$ cat config.mk
export PLATFORM = sky130hd
export DESIGN_NAME = reload_timer
export DESIGN_NICKNAME = d
export VERILOG_FILES = /design/src/rtl/reload_timer.sv
export SDC_FILE = /design/constraint.sdc
export NUM_CORES = 1
export LEC_CHECK = 0
export ABC_AREA = 1
export BUFFER_PORTS_ARGS = -buffer_cell sky130_fd_sc_hd__buf_2
export CAP_MARGIN = 15
export CORE_MARGIN = 4
export CORE_UTILIZATION = 40
export DETAILED_ROUTE_END_ITERATION = 16
export REMOVE_ABC_BUFFERS = 1
export SLEW_MARGIN = 20
export SYNTH_ARGS = -nofsm -noshare
export SYNTH_HDL_FRONTEND = slang
export SYNTH_SLANG_ARGS = --single-unit
$ cat constraint.sdc
create_clock -name clk -period 3 [get_ports clk]
set_input_delay 0.6 -clock clk [delete_from_list [all_inputs] [get_ports clk]]
set_output_delay 0.6 -clock clk [all_outputs]
set_load 0.01 [all_outputs]
$ cat src/rtl/reload_timer.sv
module reload_timer #(
  parameter int W          = 8,
  parameter int DIV_STAGES = 10,
  parameter int SELW       = 4
) (
  input  logic         clk,
  input  logic         rst,
  input  logic         wr_en,
  input  logic [1:0]   wr_addr,
  input  logic [W-1:0] wr_data,
  output logic [W-1:0] tmr_count,
  output logic         irq,
  output logic         pulse_out
);
  localparam int MAXSEL = DIV_STAGES - 1;

  logic [DIV_STAGES-1:0] div_q, mask;
  logic [SELW-1:0]       sel_q, sel_eff;
  logic [W-1:0]          pre_q, pre_lat, tmr_q, tmr_lat;
  logic [1:0]            mode_q;
  logic                  stop_q, pol_q, out_q, irq_q;

  wire wr_pre = wr_en && wr_addr == 2'd0;
  wire wr_tmr = wr_en && wr_addr == 2'd1;
  wire wr_ctl = wr_en && wr_addr == 2'd2;
  wire wr_sel = wr_en && wr_addr == 2'd3;

  assign sel_eff = (int'(sel_q) > MAXSEL) ? SELW'(MAXSEL) : sel_q;

  always_comb begin
    mask = (DIV_STAGES'(2) << sel_eff) - DIV_STAGES'(1);
  end

  wire src_tick = (div_q & mask) == mask;
  wire run      = ~stop_q;
  wire pre_tick = run && src_tick && pre_q == '0;
  wire uf       = pre_tick && tmr_q == '0;
  wire pol_flip = wr_ctl && (wr_data[3] != pol_q);
  wire irq_clr  = wr_ctl && wr_data[7];
  wire pulse_md = mode_q == 2'b01;

  always_ff @(posedge clk) begin
    if (rst) begin
      div_q   <= '0;
      sel_q   <= '0;
      pre_q   <= '0;
      pre_lat <= '0;
      tmr_q   <= '0;
      tmr_lat <= '0;
      mode_q  <= 2'b00;
      stop_q  <= 1'b1;
      pol_q   <= 1'b0;
      out_q   <= 1'b1;
      irq_q   <= 1'b0;
    end else begin
      div_q <= div_q + DIV_STAGES'(1);
      if (run && src_tick)
        pre_q <= (pre_q == '0) ? pre_lat : pre_q - W'(1);
      if (wr_pre) begin
        pre_lat <= wr_data;
        if (stop_q) pre_q <= wr_data;
      end
      if (pre_tick)
        tmr_q <= (tmr_q == '0) ? tmr_lat : tmr_q - W'(1);
      if (wr_tmr) begin
        tmr_lat <= wr_data;
        if (stop_q) tmr_q <= wr_data;
      end
      if (wr_ctl) begin
        mode_q <= wr_data[1:0];
        stop_q <= wr_data[2];
        pol_q  <= wr_data[3];
      end
      if (wr_sel) sel_q <= wr_data[SELW-1:0];
      if (wr_tmr) out_q <= ~pol_q;
      else        out_q <= out_q ^ pol_flip ^ (uf && pulse_md);
      irq_q <= uf | (irq_q & ~irq_clr);
    end
  end

  assign tmr_count = tmr_q;
  assign irq       = irq_q;
  assign pulse_out = out_q;


  irq_set_chk: assert property (@(posedge clk) disable iff (rst) uf |=> irq);

  reload_chk: assert property (@(posedge clk) disable iff (rst)
    uf |=> tmr_count == $past(tmr_lat));

  stop_hold_chk: assert property (@(posedge clk) disable iff (rst)
    (stop_q && !wr_tmr) |=> $stable(tmr_count));

  toggle_chk: assert property (@(posedge clk) disable iff (rst)
    (uf && pulse_md && !wr_tmr && !pol_flip) |=> pulse_out != $past(pulse_out));

  preset_chk: assert property (@(posedge clk) disable iff (rst)
    wr_tmr |=> pulse_out == !$past(pol_q));
endmodule

==> impl_metrics.tcl <==
set metrics [dict create \
    clockBufferDepth 2 \
    arrival_ns 2.49 \
    synth_compound_area_share_pct 19.44 \
    finalWeightedCongestion 0.8687 \
    drt_iter0_drc 153 \
    track_usage_pct 16.27 \
    fin_setup_tns_ns 0 \
    wl_per_cell_um 12.04 \
    p_sw_uw 447.3 \
    critPathTopFamily "simple AND/OR/NAND/NOR gates" \
    post-cts-setup-buffer-count 0 \
    drt-total-wl_mm 6.548 \
    ys_warn_count 0 \
    dieArea_mm2 0.008527 \
    critPathMaxFanout 12 \
    r2r_cells 13 \
    core_area_mm2 0.006869 \
    die_h_um 92.34 \
    maxCapViolations 0 \
    fin_crit_sh_pct 76.01 \
    clkTransAtPathRegs_ns 0.09 \
    worst_r2r_startpoint "sel_q[1]$_SDFFE_PP0P_" \
    crit_buf_inv 3 \
    hold_depth 2 \
    status "finished, final reports clean" \
    finClkSkew_ns 0.004024 \
    switching_share_pct 31.10 \
    area_growth_pct 10.11 \
    worst_pin_slew_ns 0.6290 \
    viasPerCell 4.860 \
    n_antenna_cell 0 \
    cts.sinks 52 \
    worstSetupStartpointType "flop" \
    path_class "reg2reg" \
    synthSimpleGateAreaFrac_pct 28.06 \
    reg2reg_setup_slack_ns 0.72 \
    path_depth 13 \
    final_cell_mix "nand2_1 (78), inv_1 (66), o21ai_0 (54)" \
    grt_pass1_vias 2522 \
    finalSetupViolCount 0 \
    io_buffers 22 \
    final_common_cell "nand2_1" \
    tritoncts "yes" \
    vias 2644 \
    cts_resized 0 \
    drive_gt1_share_pct 11.61 \
    max_slew_margin_pct 58.02 \
    ios 23 \
    cts_buffers 5 \
    clock_latency_ns 0.30 \
    synthMuxAreaShare_pct 0 \
    start_util_pct 41.42 \
    synth.distinct_cells 36 \
    synth_area_mm2 0.002845 \
    path_cells "inv_2 > nand4_2 > ha_1 > o211a_1 > nand2_1 > nor2_2 > nand4_4 > nor2_4 > inv_1 > nand2_1 > nand3_1 > nand2_1 > inv_1" \
    p_per_area_mw_per_mm2 459.0 \
    cts-hold-fix-buffers 0 \
    max_freq_ghz 0.4386 \
    ir_drop_uv 201.7 \
    grt_max_degree 24 \
    syn_avg_cell_area_um2 6.710 \
    syn_inst 424 \
    pwr-share-comb_pct 21.2 \
    cp_slowest_cell "dfxtp_1" \
    power.internal_uw 990.9 \
    nets 467 \
    dpl_cell_area_mm2 0.003055 \
    crit_path_end_kind "flop" \
    root_buffer "clkbuf_8" \
    slew_viol_final 0 \
    rsz0062_at_grt "no" \
    synth-xor-area-share_pct 2.155 \
    p_seq_share_pct 52.2 \
    dr.pass1.iters 4 \
    htreeDepth 2 \
    std_cell_rows 30 \
    synthAdderAreaFrac_pct 2.639 \
    worstHoldStart "pre_lat[5]$_SDFFE_PP0P_" \
    hpwl_mm 4.903 \
    ys_seq_area_share_pct 36.59 \
    holdWs_ns 0.4563 \
    min_to "pre_lat[5]$_SDFFE_PP0P_" \
    overflow 0 \
    synth_seq_cells 52 \
    min_path_type "reg2reg" \
    clockPowerShare_pct 26.6 \
    crit_path_max_incr_delay_ns 0.38 \
    synth_top_family_by_area "simple AND/OR/NAND/NOR gates" \
    antenna_found_initial 0 \
    dieWidth_um 92.34 \
    p_leak_uw 0.001453 \
    final_hold_viol_count 0 \
    finalInstanceArea_mm2 0.003133 \
    worstPathRequired_ns 3.21 \
    fin_util_pct 45.61 \
    fin_crit_ns 2.280 \
    cpMostUsedCell "nand2_1" \
    reg2reg_to "tmr_count[7]$_SDFF_PP0_" \
    grt_first_pass_wirelength_mm 11.31 \
    ant_nets 0 \
    drc 0 \
]
-- flip-flops by register name (all words and copies together), names as in the netlist --
register	cells
pulse_out	1
tmr_lat	8
mode_q	2
pre_q	8
pol_q	1
pre_lat	8
stop_q	1
div_q	10
tmr_count	8
sel_q	4
irq	1
-- synth_stat cells, drive strengths merged --
library cell  count  area share (%)
nor4              1            0.22
clkbuf            6            0.79
xnor2             3            0.92
nor3b             1            0.26
buf               3            0.97
nor2             50             7.4
nor3              7             1.4
o21ai            57              10
o211ai            3            0.97
clkinv            1            0.13
nand4             8             2.7
o31ai             1            0.26
o211a             1            0.35
ha                6             2.6
or2               1            0.22
o21bai            1            0.26
a31oi             3            0.66
a21oi            37             6.5
o21a              1            0.26
nand3            27             5.1
nand2            80              11
xor2              4             1.2
dfxtp            52              37
inv              70             9.2
-- final cells by class --
class	instances	area, um2
Sequential cell	52	1041
Timing Repair Buffer	26	140.1
Inverter	71	266.5
Clock buffer	6	72.57
Clock inverter	1	5.005
Fill cell	727	3736
Multi-Input combinational cell	292	1488
Tap cell	96	120.1
-- per-stage QoR --
| step | setup WS, ns | cells | total power, uW |
|---|---|---|---|
| floorplan | 1.020 | 415 | 986.9 |
| global route | 0.4745 | 544 | 1537 |
| CTS | 0.6991 | 544 | 1457 |
| global placement | 0.7661 | 537 | 1069 |
| finish | 0.7198 | 544 | 1438 |
| detailed placement | 0.7157 | 537 | 1071 |
-- cell families after synthesis --
family	Yosys count
AND/OR/NAND/NOR	175
AO/OA/AOI/OAI	104
buffers and inverters	80
flip-flops	52
XOR/XNOR	7
adder cells (fa/ha/maj)	6
-- tightest hold or removal path, delay by kind of cell (launching register included) --
| kind | cells | cell delay (ns) |
|---|---|---|
| DFF | 1 | 0.32 |
| buffers and inverters | 1 | 0.05 |
| AOI/OAI and AO/OA | 1 | 0.05 |
-- power groups by stage --
stage	registers (uW)	clock network, uW	logic, uW
CTS	750	400	307
global placement	766	0	304
finish	750	383	305
floorplan	762	0	224
detailed placement	766	0	305
global route	755	425	357
-- worst max path at each step --
stage / to / start
floorplan: tmr_count[7]$_SDFF_PP0_ / sel_q[3]$_SDFFE_PP0P_
global placement: tmr_count[0]$_SDFF_PP0_ / sel_q[3]$_SDFFE_PP0P_
detailed placement: tmr_count[7]$_SDFF_PP0_ / sel_q[3]$_SDFFE_PP0P_
CTS: tmr_count[7]$_SDFF_PP0_ / sel_q[3]$_SDFFE_PP0P_
global route: tmr_count[7]$_SDFF_PP0_ / sel_q[2]$_SDFFE_PP0P_
finish: tmr_count[7]$_SDFF_PP0_ / sel_q[1]$_SDFFE_PP0P_
-- per-layer routing --
metal / vias to the layer above / global-route usage [%] / share of wire [%]
li1: 1420 / - / -
met1: 1180 / 22.02 / 51
met2: 34 / 26.28 / 44
met3: 10 / 3.331 / 3.5
met4: 0 / 4.455 / 1.5
met5: - / 0 / 0
No activity file was read; power rests on OpenSTA's default activity.
